## src/rtl/gpio_bank_pkg.sv

```systemverilog
package gpio_bank_pkg;
  typedef enum logic [2:0] {
    ADDR_USE    = 3'd0,
    ADDR_LEVEL  = 3'd1,
    ADDR_BLINK  = 3'd2,
    ADDR_STATUS = 3'd3,
    ADDR_MASK   = 3'd4
  } reg_addr_e;
endpackage

```

## src/rtl/gpio_bank_sticky.sv

```systemverilog
module gpio_bank_sticky #(
  parameter int N = 32,
  parameter logic [N-1:0] SENSE_MASK = '0
) (
  input  logic         clk,
  input  logic         rst_n,
  input  logic         samp_en,
  input  logic [N-1:0] pin_in,
  input  logic [N-1:0] clr,
  output logic [N-1:0] sts
);
  for (genvar i = 0; i < N; i++) begin : g_pin
    if (SENSE_MASK[i]) begin : g_sense
      logic hist_q;
      logic sts_q;
      always_ff @(posedge clk or negedge rst_n) begin
        if (!rst_n) begin
          hist_q <= 1'b0;
          sts_q  <= 1'b0;
        end else begin
          if (samp_en) hist_q <= pin_in[i];
          // a qualifying sample wins over a same-cycle clear
          if (samp_en && pin_in[i] && hist_q) sts_q <= 1'b1;
          else if (clr[i])                    sts_q <= 1'b0;
        end
      end
      assign sts[i] = sts_q;
    end else begin : g_none
      assign sts[i] = 1'b0;
    end
  end
endmodule

```

## src/rtl/gpio_bank_blink.sv

```systemverilog
module gpio_bank_blink #(
  parameter int HALF = 16384
) (
  input  logic clk,
  input  logic rst_n,
  input  logic tick,
  output logic phase
);
  localparam int CW = (HALF > 1) ? $clog2(HALF) : 1;
  localparam logic [CW-1:0] LAST = CW'(HALF - 1);
  logic [CW-1:0] cnt_q;

  always_ff @(posedge clk or negedge rst_n) begin
    if (!rst_n) begin
      cnt_q <= '0;
      phase <= 1'b0;
    end else if (tick) begin
      if (cnt_q == LAST) begin
        cnt_q <= '0;
        phase <= ~phase;
      end else begin
        cnt_q <= cnt_q + 1'b1;
      end
    end
  end
endmodule

```

## src/rtl/gpio_bank_pad.sv

```systemverilog
module gpio_bank_pad #(
  parameter int N = 32,
  parameter logic [N-1:0] IMPL_MASK = '1,
  parameter logic [N-1:0] OD_MASK   = '0
) (
  input  logic [N-1:0] use_gpio,
  input  logic [N-1:0] gpio_val,
  input  logic [N-1:0] alt_out,
  input  logic [N-1:0] alt_oe,
  output logic [N-1:0] pad_out,
  output logic [N-1:0] pad_oe
);
  for (genvar i = 0; i < N; i++) begin : g_pad
    if (!IMPL_MASK[i]) begin : g_absent
      assign pad_out[i] = 1'b0;
      assign pad_oe[i]  = 1'b0;
    end else if (OD_MASK[i]) begin : g_od
      assign pad_out[i] = use_gpio[i] ? 1'b0 : alt_out[i];
      assign pad_oe[i]  = use_gpio[i] ? ~gpio_val[i] : alt_oe[i];
    end else begin : g_pp
      assign pad_out[i] = use_gpio[i] ? gpio_val[i] : alt_out[i];
      assign pad_oe[i]  = use_gpio[i] ? 1'b1 : alt_oe[i];
    end
  end
endmodule

```

## src/rtl/gpio_bank.sv

```systemverilog
module gpio_bank
  import gpio_bank_pkg::*;
#(
  parameter int N_PINS = 32,
  parameter logic [N_PINS-1:0] OUT_ONLY_MASK   = 32'h00FF_0000,
  parameter logic [N_PINS-1:0] BIDIR_MASK      = 32'h1B00_FFFF,
  parameter logic [N_PINS-1:0] OD_MASK         = 32'h0040_0000,
  parameter logic [N_PINS-1:0] RESET_HIGH_MASK = 32'h0010_0000,
  parameter logic [N_PINS-1:0] BLINK_MASK      = 32'h0200_0000,
  parameter int BLINK_HALF = 16384,
  parameter int AW = 3
) (
  input  logic              clk,
  input  logic              rst_n,
  input  logic              sleep,
  input  logic              fast_tick,
  input  logic              slow_tick,
  input  logic              req_valid,
  output logic              req_ready,
  input  logic              req_write,
  input  logic [AW-1:0]     req_addr,
  input  logic [N_PINS-1:0] req_wdata,
  output logic              rsp_valid,
  input  logic              rsp_ready,
  output logic [N_PINS-1:0] rsp_data,
  input  logic [N_PINS-1:0] alt_out,
  input  logic [N_PINS-1:0] alt_oe,
  input  logic [N_PINS-1:0] pad_in,
  output logic [N_PINS-1:0] pad_out,
  output logic [N_PINS-1:0] pad_oe,
  output logic              sts_pending
);
  localparam logic [N_PINS-1:0] IMPL_MASK = OUT_ONLY_MASK | BIDIR_MASK;

  logic [N_PINS-1:0] use_q, lvl_q, blink_q, mask_q;
  logic [N_PINS-1:0] sts_q, sts_clr, gpio_val, rd_val;
  logic              samp_en, blink_phase, take, wr;
  reg_addr_e         addr;

  assign req_ready = !rsp_valid || rsp_ready;
  assign take      = req_valid && req_ready;
  assign wr        = take && req_write;
  assign addr      = reg_addr_e'(req_addr);
  assign samp_en   = sleep ? slow_tick : fast_tick;
  assign sts_clr   = (wr && addr == ADDR_STATUS) ? req_wdata : '0;

  always_ff @(posedge clk or negedge rst_n) begin
    if (!rst_n) begin
      use_q   <= '0;
      lvl_q   <= RESET_HIGH_MASK & IMPL_MASK;
      blink_q <= '0;
      mask_q  <= '0;
    end else if (wr) begin
      case (addr)
        ADDR_USE:   use_q   <= req_wdata & IMPL_MASK;
        ADDR_LEVEL: lvl_q   <= req_wdata & IMPL_MASK;
        ADDR_BLINK: blink_q <= req_wdata & BLINK_MASK;
        ADDR_MASK:  mask_q  <= req_wdata & BIDIR_MASK;
        default: ;
      endcase
    end
  end

  always_comb begin
    case (addr)
      ADDR_USE:    rd_val = use_q;
      ADDR_LEVEL:  rd_val = (lvl_q & OUT_ONLY_MASK) | sts_q;
      ADDR_BLINK:  rd_val = blink_q;
      ADDR_STATUS: rd_val = sts_q;
      ADDR_MASK:   rd_val = mask_q;
      default:     rd_val = '0;
    endcase
  end

  always_ff @(posedge clk or negedge rst_n) begin
    if (!rst_n) begin
      rsp_valid <= 1'b0;
      rsp_data  <= '0;
    end else if (take && !req_write) begin
      rsp_valid <= 1'b1;
      rsp_data  <= rd_val;
    end else if (rsp_ready) begin
      rsp_valid <= 1'b0;
    end
  end

  gpio_bank_sticky #(.N(N_PINS), .SENSE_MASK(BIDIR_MASK)) u_sticky (
    .clk(clk), .rst_n(rst_n), .samp_en(samp_en), .pin_in(pad_in),
    .clr(sts_clr), .sts(sts_q)
  );

  gpio_bank_blink #(.HALF(BLINK_HALF)) u_blink (
    .clk(clk), .rst_n(rst_n), .tick(slow_tick), .phase(blink_phase)
  );

  assign gpio_val = (lvl_q & ~blink_q) | ({N_PINS{blink_phase}} & blink_q);

  gpio_bank_pad #(.N(N_PINS), .IMPL_MASK(IMPL_MASK), .OD_MASK(OD_MASK)) u_pad (
    .use_gpio(use_q), .gpio_val(gpio_val), .alt_out(alt_out), .alt_oe(alt_oe),
    .pad_out(pad_out), .pad_oe(pad_oe)
  );

  assign sts_pending = |(sts_q & mask_q);
endmodule

```

## config.mk

```make
export PLATFORM = sky130hd
export DESIGN_NAME = gpio_bank
export DESIGN_NICKNAME = d
export VERILOG_FILES = /design/src/rtl/gpio_bank_pkg.sv /design/src/rtl/gpio_bank_sticky.sv /design/src/rtl/gpio_bank_blink.sv /design/src/rtl/gpio_bank_pad.sv /design/src/rtl/gpio_bank.sv
export SDC_FILE = /design/constraint.sdc
export NUM_CORES = 1
export LEC_CHECK = 0
export BUFFER_PORTS_ARGS = -buffer_cell sky130_fd_sc_hd__buf_4
export CELL_PAD_IN_SITES_DETAIL_PLACEMENT = 1
export CELL_PAD_IN_SITES_GLOBAL_PLACEMENT = 2
export CORE_UTILIZATION = 33
export DETAILED_ROUTE_END_ITERATION = 8
export PLACE_DENSITY_LB_ADDON = 0.1
export SETUP_SLACK_MARGIN = 0.1
export SLEW_MARGIN = 20
export SYNTH_ARGS = -nofsm -noshare
export SYNTH_HDL_FRONTEND = slang
export SYNTH_SLANG_ARGS = --single-unit
```

## constraint.sdc

```tcl
create_clock -name clk -period 2.1 [get_ports clk]
set_input_delay 0.42 -clock clk [delete_from_list [all_inputs] [get_ports clk]]
set_output_delay 0.42 -clock clk [all_outputs]
set_load 0.1 [all_outputs]
```

==> results.md, run 1 <==
* Layout cells sized above 1 at 0.505
* Clk slew on worst S/H paths at 0.07 ns
* Worst rel slew slack at 0.582
* Hold Path Class: in2reg
* Initial DRC count at 165
* Post-Syn Area at 0.00763 mm^2
* Required time worst endpoint at 1.68 ns
* Inserted Clock Buffers at 17
* Gr usage total at 0.193
* Drt first pass iters at 4
* Post-synth cell types at 46
* Yosys reg bits at 161
* P&R area growth vs syn at 35.2%
* Min Clock Period, post-route at 2.36 ns
* Initial antenna violation count at 0
* Syn Inst Count at 625
* Power per Cell Area at 1180 mW/mm^2
* Largest fanout on the critical path at 2
* Fmax at 424 MHz
* Initial Util at 0.337
* Yosys Warn Count at 0
* CP arrival at 1.94 ns
* Top cells by area, synth: dfrtp_1, mux2_2, nand2_1
* Final wirelength at 21900 um
* Finished Cell Area at 0.0103 mm^2
* Total grt overflow at 0
* VDD IR max at 0.596 mV
* Most frequent cells in the layout: buf_4, dfrtp_1, nand2_1
* CTS tree: built
* Synth area leader: dfrtp_1
* Most common cell after layout, fill and taps aside: buf_4
* Max Transition Viols Final at 0
* GPL Wtd Cong at 0.749
* Share of synthesized registers carrying an async set or reset at 1.00
* Num ports at 238
* Number of enable flip-flop cells after synthesis at 0
* Die height at 154 um
* Placed Area at 0.00969 mm^2
* H-tree depth at 4
* Top-area cell type share of the netlist area at 0.525
* FILL cells at 2396
* Post-place setup slack at 0.0647 ns
* Largest net degree at the start of global routing at 48
* CP Class: reg2out
* Fin crit share at 1.12
* Setup WS post-layout at -0.257 ns
* Drt drc at 0
* Full die area at 0.0237 mm^2
* Detail Placement HPWL at 15500 um
* Worst Skew at 0.0104 ns
* Clk Latency, worst-skew pair at 0.43 ns
* Port Buf Inserts at 201
* First-pass GRT wire length at 34800 um
* Core ar. at 0.0226 mm^2
* CP Capture Type: output pin
* Seq/Total Area, Yosys at 0.528
* Vias in the first global route at 6167
* Failing checks: setup timing
* Primary FF master, synth: dfrtp_1
* Clock sink total at 161
* Setup violations, final at 1
* RSZ-0062 raised after global routing: yes
* Final #Nets at 979
* Final hold violation count at 0
* Worst-margin pin slew at 0.625 ns
* Syn Area/Cell at 12.2 um^2
* # rows at 55
* Antenna diodes at 0
* Routed via count at 5692
* Clock root cell: clkbuf_16
* Die Span X at 154 um
* Max_cap viols at 0
* CTS Buffer Depth at 2
* Leak at 5.00 nW
* Status: finished with violations
* Antenna Nets Post-Route at 0
* Avg Vias per Cell at 5.01
* CP Launch Type: flop
* Wire per inst at 19.2 um
==> kinds of logic (layout without fill, tap and decap cells) <==
kind of cell / count (synthesis) / in the layout / synth area share
AO/OA/AOI/OAI: 59 / 59 / 0.0574
flip-flops: 161 / 161 / 0.528
other: 1 / 12 / 0.000491
buffers and inverters: 45 / 260 / 0.0367
multiplexers: 164 / 164 / 0.247
AND/OR/NAND/NOR: 183 / 183 / 0.117
XOR/XNOR: 11 / 11 / 0.0126
adder cells (fa/ha/maj): 1 / 1 / 0.00164
==> flip-flops by register name (all words and copies together) (netlist names) <==
register,count
lvl_q,28
rsp_data,28
use_q,28
mask_q,20
u_sticky.g_pin.g_sense.hist_q,20
u_sticky.g_pin.g_sense.sts_q,20
u_blink.cnt_q,14
blink_q,1
rsp_valid,1
u_blink.phase,1
==> through the flow <==
step           cells   util  power, W  hold slack (ns)  setup TNS [ns]
4_1_cts         1135  0.455    0.0123            0.186          -0.306
3_3_place_gp    1100  0.428   0.00903            0.396               0
3_5_place_dp    1100  0.428   0.00915            0.401               0
2_1_floorplan    636      -   0.00800            0.124          -0.176
6_report        1136  0.456    0.0121            0.200          -0.257
5_1_grt         1136  0.456    0.0127            0.196          -0.324
==> path summary, 6_finish.rpt <==
path / from / to / cells after the start / slack (ns)
worst max-delay path: u_sticky.g_pin[13].g_sense.sts_q / sts_pending / 5 / -0.26
max in group asynchronous: rst_n / lvl_q[23] / 3 / 0.92
worst max register to register: rsp_valid / lvl_q[21] / 5 / 0.22
min in group asynchronous: rst_n / lvl_q[19] / 2 / 0.51
worst min-delay path: pad_in[7] / u_sticky.g_pin[7].g_sense.hist_q / 3 / 0.20
worst min register to register: u_sticky.g_pin[3].g_sense.hist_q / u_sticky.g_pin[3].g_sense.hist_q / 2 / 0.47
==> critical path, stage by stage, from the launching register on <==
cell	delay, ns
dfrtp_1	0.38
a22o_1	0.25
a221oi_2	0.22
and3_1	0.23
nand4_1	0.19
buf_12	0.23
==> synthesized netlist by cell type (all sizes together) (4+ instances only) <==
cell type,number
o21ai,24
mux2i,32
nand3,6
buf,30
a22o,4
inv,4
a32o,20
nor2,18
nand2,107
dfrtp,160
or2,29
clkbuf,11
and3,4
xor2,8
a221oi,4
mux2,132
==> metal layers <==
layer | wire length [um] | GRT usage | part of all wire
met1 | 9550 | 0.240 | 0.44
met4 | 299 | 0.0590 | 0.014
met5 | 0 | 0 | 0
met3 | 846 | 0.0380 | 0.039
met2 | 11200 | 0.336 | 0.51
==> power by group <==
group	total (W)	internal (W)	switching, W
Sequential	0.00428	0.00373	0.000545
Combinational	0.00481	0.00153	0.00328
Clock	0.00305	0.00168	0.00137
==> what timing repair did <==
action / CTS / global route
pin swaps: 2 / 2
hold buffers: 1 / 0
endpoints found under the hold margin: 43 / 0
setup endpoints to repair: 1 / 1
buffers inserted: 3 / 1
resized for setup: 5 / 0
==> cell type report <==
cell class / instances / area (um^2) / area share
multi-input cells: 430 / 3550 / 0.344
clock inverters: 13 / 126 / 0.0122
repair buffers: 225 / 1800 / 0.174
flip-flops and latches: 161 / 4030 / 0.391
well taps: 285 / 357 / 0.0345
inverters: 4 / 15.0 / 0.00145
clock buffers: 18 / 439 / 0.0426
No activity file was read; power rests on OpenSTA's default activity.
==> run 2: changes to the inputs <==
--- a/config.mk
+++ b/config.mk
@@ -5,10 +5,11 @@
 export SDC_FILE = /design/constraint.sdc
 export NUM_CORES = 1
 export LEC_CHECK = 0
+export ABC_AREA = 1
 export BUFFER_PORTS_ARGS = -buffer_cell sky130_fd_sc_hd__buf_4
 export CELL_PAD_IN_SITES_DETAIL_PLACEMENT = 1
 export CELL_PAD_IN_SITES_GLOBAL_PLACEMENT = 2
-export CORE_UTILIZATION = 33
+export CORE_UTILIZATION = 29
 export DETAILED_ROUTE_END_ITERATION = 8
 export PLACE_DENSITY_LB_ADDON = 0.1
 export SETUP_SLACK_MARGIN = 0.1
==> results.md, run 2 <==
* Hold Path Class: in2reg
* Syn Inst Count at 941 (+51%)
* # rows at 59 (+7.3%)
* Full die area at 0.0273 mm^2 (+15%)
* Min Clock Period, post-route at 2.00 ns (-0.356 ns)
* Drt first pass iters at 4 (unchanged)
* Setup violations, final at 0 (-1)
* CP cell instances: nand2_1, nand4_1, nor2_2, nand4_1, buf_6
* Clk Latency, worst-skew pair at 0.42 ns (about the same)
* Yosys reg bits at 161 (unchanged)
* Clock sink total at 161 (unchanged)
* Net Sw Frac at 0.448 (+0.0206)
* Portion of total power attributed to sequential cells at 0.331 (-0.022)
* GPL Wtd Cong at 0.744 (-0.65%)
* Post-Syn Area at 0.00772 mm^2 (+1.1%)
* Num ports at 238 (unchanged)
* CP Launch Type: flop
* Number of enable flip-flop cells after synthesis at 0 (unchanged)
* Initial Util at 0.296 (-0.0409)
* Clock power share at 0.260 (+0.009)
* Worst R2R Path Depth at 6 (+1)
* Largest family of logic cells by synthesized area: simple AND/OR/NAND/NOR gates
* Clk slew on worst S/H paths at 0.07 ns (about the same)
* Initial DRC count at 248 (+50%)
* HP Start: pad_in[4]
* Synth Area in XOR/XNOR at 0.00681 (-0.00582)
* Max_cap viols at 0 (unchanged)
* Synth Area in Simple Gates at 0.228 (+0.112)
* Leak at 5.12 nW (+2.4%)
* Worst Skew at 0.00891 ns (-0.00152 ns)
* Most common cell after layout, fill and taps aside: nand2_1
* Setup Fix Bufs, Post-CTS at 0 (-3)
* Status: complete, no violations
* Worst R2R Setup Slack at 0.59 ns (+0.37 ns)
* Final TNS setup at 0 ns (+0.257 ns)
* Post-Synth Adder-Cell Area at 0.00162 (-0.0000186)
* Primary FF master, synth: dfrtp_1
* Initial antenna violation count at 0 (unchanged)
* Vias in the first global route at 6598 (+7.0%)
* Final hold violation count at 0 (unchanged)
* Fmax at 500 MHz (+18%)
* CTS Buffer Depth at 2 (unchanged)
* Avg Vias per Cell at 4.48 (-11%)
* P&R area growth vs syn at 33.8%
* CP arrival at 1.58 ns (-0.36 ns)
* RSZ-0062 raised after global routing: yes
* CTS tree: built
* Crit path top cell by count: nand4_1
* Power per Cell Area at 1200 mW/mm^2 (+2.1%)
* Syn Area/Cell at 8.20 um^2 (-33%)
* R2R Path Start: rsp_valid
* Synth Area in Compound Gates at 0.137 (+0.0796)
* Largest registers: lvl_q (28), rsp_data (28), use_q (28)
* Internal Dissipation at 0.00684 W (-1.5%)
* Multiplexer share of the synthesized area at 0 (-0.247)
* List of most frequent post-synthesis cells: nand2_1, dfrtp_1, inv_1
* Port Buf Inserts at 201 (unchanged)
* WHS Path Cells at 3 (unchanged)
* Top-area cell type share of the netlist area at 0.519 (-0.00595)
* Synth area leader: dfrtp_1
* R2r endpoint: use_q[24]
* Crit-path slowest cell: dfrtp_1
* Slowest stage delay, CP at 0.40 ns (+0.02 ns)
* Comb power frac at 0.409 (+0.013)
* Largest fanout on the critical path at 3 (+1)
* Detail Placement HPWL at 16300 um (+5.2%)
* CP bufs+invs at 1 (unchanged)
* Inserted Clock Buffers at 17 (unchanged)
* Final #Nets at 1284 (+31%)
* Required time worst endpoint at 1.68 ns (about the same)
* Yosys Warn Count at 0 (unchanged)
* Net Switching at 0.00555 W (+7.1%)
* Power Total at 0.0124 W (+2.1%)
* Hold Path Sink: u_sticky.g_pin[4].g_sense.hist_q
* Max Transition Viols Final at 0 (unchanged)
* Top delay family on crit path: simple AND/OR/NAND/NOR gates
* Fin crit share at 0.953 (-0.170)
* Cell with the most instances after synthesis: nand2_1
* Post-synth cell types at 35 (-24%)
* Wire per inst at 15.0 um (-22%)
* Total grt overflow at 0 (unchanged)
* Layout cells sized above 1 at 0.295 (-0.211)
* Antenna Nets Post-Route at 0 (unchanged)
* Largest net degree at the start of global routing at 61 (+27%)
* Top cells by area, synth: dfrtp_1, nand2_1, o21ai_0
* Gr usage total at 0.170 (-0.0229)
* Most frequent cells in the layout: nand2_1, buf_4, dfrtp_1
* Core ar. at 0.0261 mm^2 (+15%)
* H-tree depth at 4 (unchanged)
* First-pass GRT wire length at 35400 um (+1.6%)
* Share of synthesized registers carrying an async set or reset at 1.00 (unchanged)
* Die Span X at 165 um (+7.2%)
* Clock root cell: clkbuf_16
* VDD IR max at 0.572 mV (-4.1%)
* Seq/Total Area, Yosys at 0.522 (-0.00599)
* Drt drc at 0 (unchanged)
* Routed via count at 6683 (+17%)
* Antenna diodes at 0 (unchanged)
* Final wirelength at 22300 um (+2.2%)
* CP Class: reg2out
* Die height at 165 um (+7.2%)
* CP Capture Type: output pin
==> run 2: cell types whose count changed in the layout (fill, tap and decap cells not counted), sizes merged, moves of 19 or more <==
| cell | previous run | this run |
|---|---|---|
| nor2 | 18 | 45 |
| nand3 | 6 | 28 |
| a21oi | 3 | 26 |
| mux2i | 32 | 0 |
| a32o | 20 | 0 |
| inv | 10 | 122 |
| nand2 | 107 | 300 |
| mux2 | 132 | 0 |
| o21ai | 24 | 128 |
| o211ai | 0 | 19 |
==> run 2: cells by family (layout without fill, tap and decap cells) <==
family | Yosys count | count (layout)
AND/OR/NAND/NOR | 420 | 420
AO/OA/AOI/OAI | 183 | 183
buffers and inverters | 169 | 374
flip-flops | 161 | 161
XOR/XNOR | 6 | 6
adder cells (fa/ha/maj) | 1 | 1
other | 1 | 12
==> run 2: worst reg2reg max path: cells and delay by family (launching register included) <==
family                 cells  cell delay [ns]
flip-flops                 1             0.41
AND/OR/NAND/NOR            3             0.41
buffers and inverters      1             0.27
AO/OA/AOI/OAI              2             0.34
==> run 2: cell type report <==
class                   count  area (um^2)
clock inverters            11          154
well taps                 335          419
fillers                  3185        15700
clock buffers              21          450
multi-input cells         622         3070
flip-flops and latches    161         4030
repair buffers            222         1760
inverters                 120          450
==> run 2: worst max path at each step <==
stage / start / to / slack, ns / cells past startpoint
after floorplan: u_sticky.g_pin[9].g_sense.sts_q / sts_pending / 0.17 / 4
after global placement: req_addr[2] / lvl_q[25] / 0.33 / 7
after detailed placement: req_addr[2] / lvl_q[17] / 0.26 / 6
after CTS: u_sticky.g_pin[3].g_sense.sts_q / sts_pending / 0.03 / 5
after global routing: mask_q[0] / sts_pending / 0.03 / 5
final: u_sticky.g_pin[3].g_sense.sts_q / sts_pending / 0.1 / 5
==> run 2: through the flow <==
stage	setup slack (ns)	std cells	hold slack (ns)	cell area [um^2]	util
3_5_place_dp	0.256	1459	0.393	9700	0.372
5_1_grt	0.0313	1492	0.214	10300	0.396
3_3_place_gp	0.329	1459	0.390	9700	0.372
4_1_cts	0.0345	1492	0.195	10300	0.396
2_1_floorplan	0.171	952	0.124	7870	-
6_report	0.0993	1492	0.214	10300	0.396
==> run 2: what timing repair did <==
action,CTS,global route
endpoints found under the setup margin,1,2
gates resized for setup,2,1
hold buffers,1,0
endpoints found under the hold margin,39,0
pin swaps,2,1
==> run 2: per-layer routing <==
metal	wire length [um]	vias up	global-route usage
met2	10100	133	0.269
li1	-	3363	-
met5	0	-	0
met3	1050	15	0.0290
met1	11000	3172	0.238
met4	240	0	0.0463
==> run 2: power by group through the flow <==
stage                     Clock (W)  Sequential [W]  Combinational, W
after floorplan                   0         0.00476           0.00332
after global placement            0         0.00416           0.00507
after detailed placement          0         0.00417           0.00511
after CTS                   0.00332         0.00412           0.00513
after global routing        0.00342         0.00419           0.00542
final                       0.00322         0.00410           0.00507
